[config.mk]
export PLATFORM = sky130hd
export DESIGN_NAME = nested_walker
export DESIGN_NICKNAME = d
export VERILOG_FILES = /design/src/rtl/nwalk_pkg.sv /design/src/rtl/nw_entry_addr.sv /design/src/rtl/nw_entry_decode.sv /design/src/rtl/nw_read_ctr.sv /design/src/rtl/nested_walker.sv
export SDC_FILE = /design/constraint.sdc
export NUM_CORES = 1
export LEC_CHECK = 0
export ABC_AREA = 1
export CAP_MARGIN = 20
export CORE_UTILIZATION = 45
export CTS_CLUSTER_DIAMETER = 200
export DETAILED_ROUTE_END_ITERATION = 8
export PLACE_DENSITY = 0.84
export SYNTH_ARGS = -nofsm -noshare
export SYNTH_HDL_FRONTEND = slang
export SYNTH_SLANG_ARGS = --single-unit
[constraint.sdc]
create_clock -name clk -period 3.4 [get_ports clk]
set_input_delay 0.68 -clock clk [delete_from_list [all_inputs] [get_ports clk]]
set_output_delay 0.68 -clock clk [all_outputs]
set_load 0.02 [all_outputs]
[src/rtl/nwalk_pkg.sv]
package nwalk_pkg;

    typedef enum logic [2:0] {
        WS_IDLE,
        WS_HOST_L1_REQ,
        WS_HOST_L1_WAIT,
        WS_HOST_L2_REQ,
        WS_HOST_L2_WAIT,
        WS_GUEST_REQ,
        WS_GUEST_WAIT,
        WS_RESPOND
    } walk_state_t;

    // Which guest-physical address the current host walk resolves
    typedef enum logic [1:0] {
        PH_ROOT,
        PH_POINTER,
        PH_FINAL
    } walk_phase_t;

    typedef enum logic [1:0] {
        RS_OK          = 2'd0,
        RS_GUEST_FAULT = 2'd1,
        RS_HOST_FAULT  = 2'd2
    } resp_code_t;

endpackage

[src/rtl/nw_entry_addr.sv]
module nw_entry_addr #(
    parameter int ADDR_W   = 32,
    parameter int OFF_W    = 12,
    parameter int IDX_W    = 10,
    parameter int ENT_LOG2 = 2,
    localparam int FRAME_W = ADDR_W - OFF_W
)(
    input  logic [FRAME_W-1:0] base_frame,
    input  logic [IDX_W-1:0]   index,
    output logic [ADDR_W-1:0]  entry_addr
);

    logic [ADDR_W-1:0] base_bytes;
    logic [ADDR_W-1:0] index_bytes;

    assign base_bytes  = {base_frame, {OFF_W{1'b0}}};
    assign index_bytes = ADDR_W'({index, {ENT_LOG2{1'b0}}});
    assign entry_addr  = base_bytes + index_bytes;

endmodule

[src/rtl/nw_entry_decode.sv]
module nw_entry_decode #(
    parameter int ENTRY_W  = 32,
    parameter int OFF_W    = 12,
    parameter int PRES_BIT = 0,
    localparam int FRAME_W = ENTRY_W - OFF_W
)(
    input  logic [ENTRY_W-1:0] entry,
    output logic               present,
    output logic [FRAME_W-1:0] frame
);

    logic unused_attr_bits;

    assign present          = entry[PRES_BIT];
    assign frame            = entry[ENTRY_W-1:OFF_W];
    assign unused_attr_bits = ^entry[OFF_W-1:0];

endmodule

[src/rtl/nw_read_ctr.sv]
module nw_read_ctr #(
    parameter int CNT_W = 4
)(
    input  logic             clk,
    input  logic             rst,
    input  logic             clear,
    input  logic             bump,
    output logic [CNT_W-1:0] count
);

    always_ff @(posedge clk) begin
        if (rst || clear) begin
            count <= '0;
        end else if (bump && (count != {CNT_W{1'b1}})) begin
            count <= count + 1'b1;
        end
    end

endmodule

[src/rtl/nested_walker.sv]
module nested_walker
    import nwalk_pkg::*;
#(
    parameter int ADDR_W   = 32,
    parameter int OFF_W    = 12,
    parameter int IDX_W    = 10,
    parameter int PRES_BIT = 0,
    localparam int FRAME_W   = ADDR_W - OFF_W,
    localparam int LEVELS    = 2,
    localparam int MAX_READS = (LEVELS + 1) * LEVELS + LEVELS,
    localparam int CNT_W     = $clog2(MAX_READS + 1)
)(
    input  logic              clk,
    input  logic              rst,
    input  logic              req_valid,
    output logic              req_ready,
    input  logic [ADDR_W-1:0] req_gva,
    input  logic [ADDR_W-1:0] guest_root,
    input  logic [ADDR_W-1:0] host_root,
    output logic              mem_req_valid,
    input  logic              mem_req_ready,
    output logic [ADDR_W-1:0] mem_req_addr,
    input  logic              mem_rsp_valid,
    input  logic [ADDR_W-1:0] mem_rsp_data,
    output logic              rsp_valid,
    output logic [1:0]        rsp_status,
    output logic [ADDR_W-1:0] rsp_addr,
    output logic [CNT_W-1:0]  rsp_reads
);

    walk_state_t        state_q, state_n;
    walk_phase_t        phase_q;
    resp_code_t         code_q;
    logic [ADDR_W-1:0]  gva_q;
    logic [ADDR_W-1:0]  gpa_q;
    logic [ADDR_W-1:0]  result_q;
    logic [FRAME_W-1:0] hroot_frame_q;
    logic [FRAME_W-1:0] frame_q;

    logic               accept;
    logic               mem_fire;
    logic               ent_present;
    logic [FRAME_W-1:0] ent_frame;
    logic [FRAME_W-1:0] sel_base;
    logic [IDX_W-1:0]   sel_index;
    logic [ADDR_W-1:0]  sel_addr;
    logic               unused_root_low;

    assign accept          = req_valid && (state_q == WS_IDLE);
    assign mem_fire        = mem_req_valid && mem_req_ready;
    assign unused_root_low = ^host_root[OFF_W-1:0];

    nw_entry_decode #(
        .ENTRY_W (ADDR_W),
        .OFF_W   (OFF_W),
        .PRES_BIT(PRES_BIT)
    ) u_decode (
        .entry  (mem_rsp_data),
        .present(ent_present),
        .frame  (ent_frame)
    );

    nw_entry_addr #(
        .ADDR_W(ADDR_W),
        .OFF_W (OFF_W),
        .IDX_W (IDX_W)
    ) u_addr (
        .base_frame(sel_base),
        .index     (sel_index),
        .entry_addr(sel_addr)
    );

    nw_read_ctr #(
        .CNT_W(CNT_W)
    ) u_reads (
        .clk  (clk),
        .rst  (rst),
        .clear(accept),
        .bump (mem_fire),
        .count(rsp_reads)
    );

    // Table base and index for the read the current state issues
    always_comb begin
        sel_base  = frame_q;
        sel_index = gva_q[OFF_W +: IDX_W];
        unique case (state_q)
            WS_HOST_L1_REQ: begin
                sel_base  = hroot_frame_q;
                sel_index = gpa_q[ADDR_W-1 -: IDX_W];
            end
            WS_HOST_L2_REQ: begin
                sel_base  = frame_q;
                sel_index = gpa_q[OFF_W +: IDX_W];
            end
            WS_GUEST_REQ: begin
                sel_base  = frame_q;
                sel_index = (phase_q == PH_ROOT) ? gva_q[ADDR_W-1 -: IDX_W]
                                                 : gva_q[OFF_W +: IDX_W];
            end
            default: begin
                sel_base  = frame_q;
                sel_index = gva_q[OFF_W +: IDX_W];
            end
        endcase
    end

    // Next state
    always_comb begin
        state_n = state_q;
        unique case (state_q)
            WS_IDLE:         if (accept) state_n = WS_HOST_L1_REQ;
            WS_HOST_L1_REQ:  if (mem_req_ready) state_n = WS_HOST_L1_WAIT;
            WS_HOST_L1_WAIT: if (mem_rsp_valid) state_n = ent_present ? WS_HOST_L2_REQ : WS_RESPOND;
            WS_HOST_L2_REQ:  if (mem_req_ready) state_n = WS_HOST_L2_WAIT;
            WS_HOST_L2_WAIT: begin
                if (mem_rsp_valid) begin
                    if (!ent_present || (phase_q == PH_FINAL)) state_n = WS_RESPOND;
                    else                                       state_n = WS_GUEST_REQ;
                end
            end
            WS_GUEST_REQ:    if (mem_req_ready) state_n = WS_GUEST_WAIT;
            WS_GUEST_WAIT:   if (mem_rsp_valid) state_n = ent_present ? WS_HOST_L1_REQ : WS_RESPOND;
            WS_RESPOND:      state_n = WS_IDLE;
            default:         state_n = WS_IDLE;
        endcase
    end

    // State register
    always_ff @(posedge clk) begin
        if (rst) state_q <= WS_IDLE;
        else     state_q <= state_n;
    end

    // Walk datapath
    always_ff @(posedge clk) begin
        if (rst) begin
            phase_q       <= PH_ROOT;
            code_q        <= RS_OK;
            gva_q         <= '0;
            gpa_q         <= '0;
            result_q      <= '0;
            hroot_frame_q <= '0;
            frame_q       <= '0;
        end else begin
            unique case (state_q)
                WS_IDLE: begin
                    if (accept) begin
                        gva_q         <= req_gva;
                        gpa_q         <= guest_root;
                        hroot_frame_q <= host_root[ADDR_W-1:OFF_W];
                        phase_q       <= PH_ROOT;
                    end
                end
                WS_HOST_L1_WAIT: begin
                    if (mem_rsp_valid) begin
                        if (ent_present) begin
                            frame_q <= ent_frame;
                        end else begin
                            code_q   <= RS_HOST_FAULT;
                            result_q <= gpa_q;
                        end
                    end
                end
                WS_HOST_L2_WAIT: begin
                    if (mem_rsp_valid) begin
                        if (!ent_present) begin
                            code_q   <= RS_HOST_FAULT;
                            result_q <= gpa_q;
                        end else if (phase_q == PH_FINAL) begin
                            code_q   <= RS_OK;
                            result_q <= {ent_frame, gva_q[OFF_W-1:0]};
                        end else begin
                            frame_q <= ent_frame;
                        end
                    end
                end
                WS_GUEST_WAIT: begin
                    if (mem_rsp_valid) begin
                        if (!ent_present) begin
                            code_q   <= RS_GUEST_FAULT;
                            result_q <= gva_q;
                        end else if (phase_q == PH_ROOT) begin
                            gpa_q   <= {ent_frame, {OFF_W{1'b0}}};
                            phase_q <= PH_POINTER;
                        end else begin
                            gpa_q   <= {ent_frame, gva_q[OFF_W-1:0]};
                            phase_q <= PH_FINAL;
                        end
                    end
                end
                default: begin
                end
            endcase
        end
    end

    // Outputs
    always_comb begin
        req_ready     = (state_q == WS_IDLE);
        mem_req_valid = (state_q == WS_HOST_L1_REQ) || (state_q == WS_HOST_L2_REQ) ||
                        (state_q == WS_GUEST_REQ);
        mem_req_addr  = sel_addr;
        rsp_valid     = (state_q == WS_RESPOND);
        rsp_status    = code_q;
        rsp_addr      = result_q;
    end

endmodule

# --- After elaboration in Yosys (flattened, before gate mapping) ---
# Index checks and enable logic that the tools add are counted.
totals:
  ff_bits: 147
  input_bits: 133
  output_inout_bits: 73
op_classes:
  addsub: 2
  n_eq_ne: 23
  mux: 46
  n_reduce_logical: 18
ops:
  columns: ["cell", "n"]
  rows:
  - ["$mux W32", 10]
  - ["$mux W20", 6]
  - ["$pmux W32 S3", 1]
  - ["$pmux W32 S2", 1]
  - ["$pmux W20 S2", 1]
  - ["$add A32 B12 Y32", 1]
  - ["$pmux W10 S3", 1]
  - ["$mux W3", 9]
  - ["$mux W2", 12]
  - ["$ne A2 B2 Y1 const B", 12]
  - ["$pmux W3 S8", 1]
  - ["$reduce_and A7 Y1", 2]
  - ["$eq A3 B3 Y1 const B", 4]
  - ["$mux W12", 1]
  - ["$mux W10", 1]
  - ["$eq A3 B2 Y1 const B", 2]
  - ["$pmux W2 S3", 1]
  - ["$reduce_and A6 Y1", 1]
  - ["$add A4 B1 Y4 const B", 1]
  - ["$logic_or A1 B1 Y1", 4]
  - ["$ne A4 B4 Y1 const B", 1]
  - ["$pmux W2 S2", 1]
  - ["$reduce_and A4 Y1", 1]
  - ["$reduce_bool A2 Y1", 2]
  - ["10 further kinds", 12]

# --- Longest topological paths before layout ---
# Gate-level depths: netlist of run 1.
depth:
  depth_word: 5
  mapped_depth: 11
  depth_no_buf: 10

# --- Cells and area by module ---
# Synthesis of run 1 repeated with hierarchy kept, for this count alone.
hier_totals:
  hier_cells: 1304
  area_unflattened_um2: 8069.0
modules_own_cells:
  columns: ["mod", "instances", "cells_each", "area_each_um2"]
  rows:
  - ["nested_walker", 1, 1219, 7448.4]
  - ["nw_entry_addr", 1, 33, 244.0]
  - ["nw_read_ctr", 1, 31, 219.0]
  - ["nw_entry_decode", 1, 21, 157.7]

# --- Worst setup path before layout of run 1 ---
# Ideal clock, no wire load.
synth_path:
  path_kind: "register to output"
  from: "reg state_q[0]"
  to: "out mem_req_addr[12]"
  arrival_ps: 1401
  required_time_ps: 2720
  slack_ps: 1319
  stages_incl_launch_ff: 6
  path_buffers: 1
  cell_sequence: "dfxtp_1 -> inv_2 -> nor2_1 -> nand2_1 -> clkbuf_1 -> o21ai_0"
synth_via:
  elab_chain_len: 3
  word_cells_on_any_way: 6
synth_lines:
  columns: ["item", "line_no", "source"]
  rows:
  - ["start, declared", "nested_walker.sv:31", "walk_state_t state_q, state_n;"]
  - ["start signal, assigned", "nested_walker.sv:132", "else state_q <= state_n;"]
  - ["$eq A3 B3 Y1, or another cell as far along", "nested_walker.sv:87", "unique case (state_q)"]
  - ["$pmux W10 S3 / $mux W20 (equally long branches)", "nested_walker.sv:87", null]
  - ["$add A32 B12 Y32 (*)", "nw_entry_addr.sv:18", "assign entry_addr = base_bytes + index_bytes;"]
  - ["end, declared", "nested_walker.sv:22", "output logic [ADDR_W-1:0] mem_req_addr,"]
# Every way passes the cells marked *; elsewhere a longest branch is shown, timed or not.

# --- Worst setup path in the final report of run 1 ---
layout_path:
  from: "reg state_q[0]"
  to: "out mem_req_addr[3]"
layout_via:
  elab_chain_len: 3
  word_cells_on_any_way: 5
layout_lines:
  columns: ["item", "line_no"]
  rows:
  - ["$eq A3 B3 Y1, or another cell as far along", "nested_walker.sv:87"]
  - ["$pmux W10 S3 (*)", "nested_walker.sv:87"]
  - ["$add A32 B12 Y32 (*)", "nw_entry_addr.sv:18"]
# Marks and branches as above.

==> results of run 1 <==
## sequential cells by signal, indices dropped and copies added, names as in the netlist
register,count
hroot_frame_q,20
phase_q,2
u_reads.count,4
rsp_status,2
gva_q,32
gpa_q,32
frame_q,20
rsp_addr,32
state_q,3
## path summary, 6_finish.rpt
check / cells after the start / end / slack [ps] / from
hold reg to reg: 2 / hroot_frame_q[16] / 440 / hroot_frame_q[16]
hold / removal: 2 / hroot_frame_q[16] / 440 / hroot_frame_q[16]
setup reg to reg: 5 / rsp_addr[15] / 970 / state_q[2]
setup / recovery: 7 / mem_req_addr[3] / 100 / state_q[0]
## routing by layer
layer  vias to the layer above  global-route usage [%]  part of all wire [%]
li1                       4141                       -                     -
met5                         -                       0                     0
met2                       348                   39.91                    44
met1                      3625                   33.91                    42
met4                         0                   14.43                   4.1
met3                        65                   7.011                   8.9
## stage by stage
stage	TNS, ps	worst slack [ps]	std cells	instance area, sq um	hold slack [ps]
after floorplan	0	1319	1230	7701	424.5
final	0	104.1	1601	10140	444.5
after detailed placement	0	588.1	1568	9554	435.9
after CTS	0	20.92	1600	10130	445.5
after global routing	-14.05	-14.05	1601	10140	463.4
after global placement	0	617.4	1568	9554	432.6
## power breakdown
group	switching, uW	internal [uW]	total [uW]
sequential	329	2350	2680
clock	767	1060	1830
combinational	2820	1660	4470
## worst max-delay path: stages (launching register included)
cell and delay [ps]:
dfxtp_1 440, inv_2 130, nor2_1 140, nand2_1 320, a21oi_1 250, o21ai_0 130
o2111ai_1 140, clkdlybuf4s50_1 660
## cell type report
class	instances	area (sq um)
Antenna cell	1	2.502
Clock buffer	20	456.7
Clock inverter	12	122.6
Fill cell	1476	6501
Inverter	126	474.2
Multi-Input combinational cell	875	3882
Sequential cell	147	2943
Tap cell	220	275.3
Timing Repair Buffer	200	1984
## timing repair
item,4_1_cts,5_1_grt
buffers inserted,0,0
hold buffers,0,0
endpoints found under the setup margin,0,3
gates resized for setup,0,1
## Yosys cell counts, drive strengths merged, types with 8 or more instances
cell / instances
o21ai: 158
buf: 43
nor2: 176
nor3: 40
dfxtp: 147
inv: 126
o2111ai: 8
a21oi: 67
nand3: 48
clkbuf: 39
nand2: 368
## kinds of logic (layout without fill, tap and decap cells)
| logic type | count (synthesis) | count (layout) | synth area share (%) |
|---|---|---|---|
| and+or+nand+nor | 633 | 633 | 33.79 |
| AOI/OAI and AO/OA | 238 | 238 | 16.08 |
| buffers and inverters | 208 | 358 | 11.57 |
| DFF | 147 | 147 | 38.23 |
| adders and majority gates | 1 | 1 | 0.1625 |
| other | 1 | 3 | 0.04872 |
| xor gates and xnor gates | 1 | 1 | 0.1138 |
## cell usage in the layout, fill, tap and decap left out
cell,netlist,routed
inv_2,5,5
buf_12,0,3
inv_8,0,1
buf_4,11,17
conb_1,1,2
xnor2_1,1,1
o2111ai_1,8,8
nand2_1,366,363
nor2_2,1,2
diode_2,0,1
or2_0,1,1
nand2_2,2,5
nand3_4,1,1
nand3_2,0,1
inv_1,121,120
nor2_1,174,173
a31oi_1,2,2
ha_1,1,1
clkbuf_1,39,1
nand3_1,47,46
bufinv_16,0,1
buf_2,25,1
clkinv_2,0,2
dfxtp_1,147,147
nor3_2,17,17
clkdlybuf4s50_1,0,179
o21a_1,1,1
inv_6,0,3
clkinv_4,0,4
a21oi_1,66,66
clkbuf_8,0,2
clkinvlp_4,0,2
nor3_1,23,23
clkbuf_16,0,17
o21ai_0,152,152
a21oi_2,1,1
o21ai_1,6,6
o221ai_1,2,2
nor2_4,1,1
==> results.toml, run 1 <==
[route]
ant_nets = 0
drt_wl_total_mm = 23.08
vias = 8179
drt_first_pass_iters = 5
vias_per_cell = 5.109
drt_iter0_markers = 652
drc_errors = 0
wire_per_inst_um = 14.41

[final_layout]
syn_to_final_growth_pct = 31.75
drive_above_1_share_pct = 6.232
fin_nets = 1501
fin_util_pct = 60.94

[timing]
tightest_slew_ps = 963.0
finalMaxSlewViolations = 0
fin_skew_ps = 10.49
final_hold_viol_count = 0
setup_violations = 0
min_period_over_period_pct = 96.94
relSlewSlack_pct = 35.65
rsz0062_at_grt = "true"
min_period_ps = 3296
max_freq_mhz = 303.4

[power]
ir_drop_mv = 0.5196
power_uw = 8982
power_density_mw_per_mm2 = 885.7
p_leak_uw = 0.004480

[synth]
synth-edff-count = 0
netlist.area_leader.share_pct = 38.23
async_flop_share_pct = 0
seq_area_frac_synth_pct = 38.23
synth_top_cell_by_area = "dfxtp_1"
avgSynthCellArea_sq_um = 6.263
ys_seq_elements = 147
synth_ff_type = "dfxtp_1"
synth_cell_types = 29
synth.area.top_cells = "dfxtp_1 (38%), nand2_1 (18%), o21ai_0 (9.9%), nor2_1 (8.5%), inv_1 (5.9%)"
synthCells = 1229
yosysWarnings = 0
syn_area_sq_mm = 0.007697

[floorplanning]
io_pins = 206
die_area_sq_mm = 0.01763
die_y_um = 132.8
core_sq_mm = 0.01664
num_rows = 47
die_x_um = 132.8
start_util_pct = 46.25

[cts]
cts_made_buffers = 17
cts_max_level = 4
tritoncts = "yes"
clkSinkCount = 147
clk_latency_ps = 430
clk_path_buf_depth = 2
cts.clk_slew.worst_paths_ps = 60
cts-root-buf = "clkbuf_16"

[placement]
portBuffers = 180
place_hpwl_mm = 15.81
routabilityCongestion = 0.8918

[critical_path]
path_max_fanout = 9
cp-start-kind = "flop"
cp.required_ps = 2720
critPathKind = "flop to output pin"
cp-end-kind = "output pin"
cp.arrival_ps = 2620

[global_routing]
grt_antenna_before_repair = 1
grtUsageTotal_pct = 26.32
grt_max_degree = 66
gr-total-overflow = 0
grt_pass1_wl_mm = 36.65
grt_pass1_vias = 7381

[hold_path]
holdCritPathClass = "flop to flop"

[run_status]
status = "finished clean"

[job]
max_cap_violations = 0
Power figures use the tool's default switching activity.
==> run 2: changes to the inputs <==
--- a/config.mk
+++ b/config.mk
@@ -10,6 +10,7 @@
 export CORE_UTILIZATION = 45
 export CTS_CLUSTER_DIAMETER = 200
 export DETAILED_ROUTE_END_ITERATION = 8
+export HOLD_SLACK_MARGIN = 0.08
 export PLACE_DENSITY = 0.84
 export SYNTH_ARGS = -nofsm -noshare
 export SYNTH_HDL_FRONTEND = slang
==> results of run 2 <==
Same layout as run 1: the final DEF is identical, and so are final timing and power.
==> run 3: changes to the inputs <==
--- a/config.mk
+++ b/config.mk
@@ -15,3 +15,4 @@
 export SYNTH_ARGS = -nofsm -noshare
 export SYNTH_HDL_FRONTEND = slang
 export SYNTH_SLANG_ARGS = --single-unit
+export TNS_END_PERCENT = 1
==> results of run 3 <==
Same layout as run 1: the final DEF is identical, and so are final timing and power.
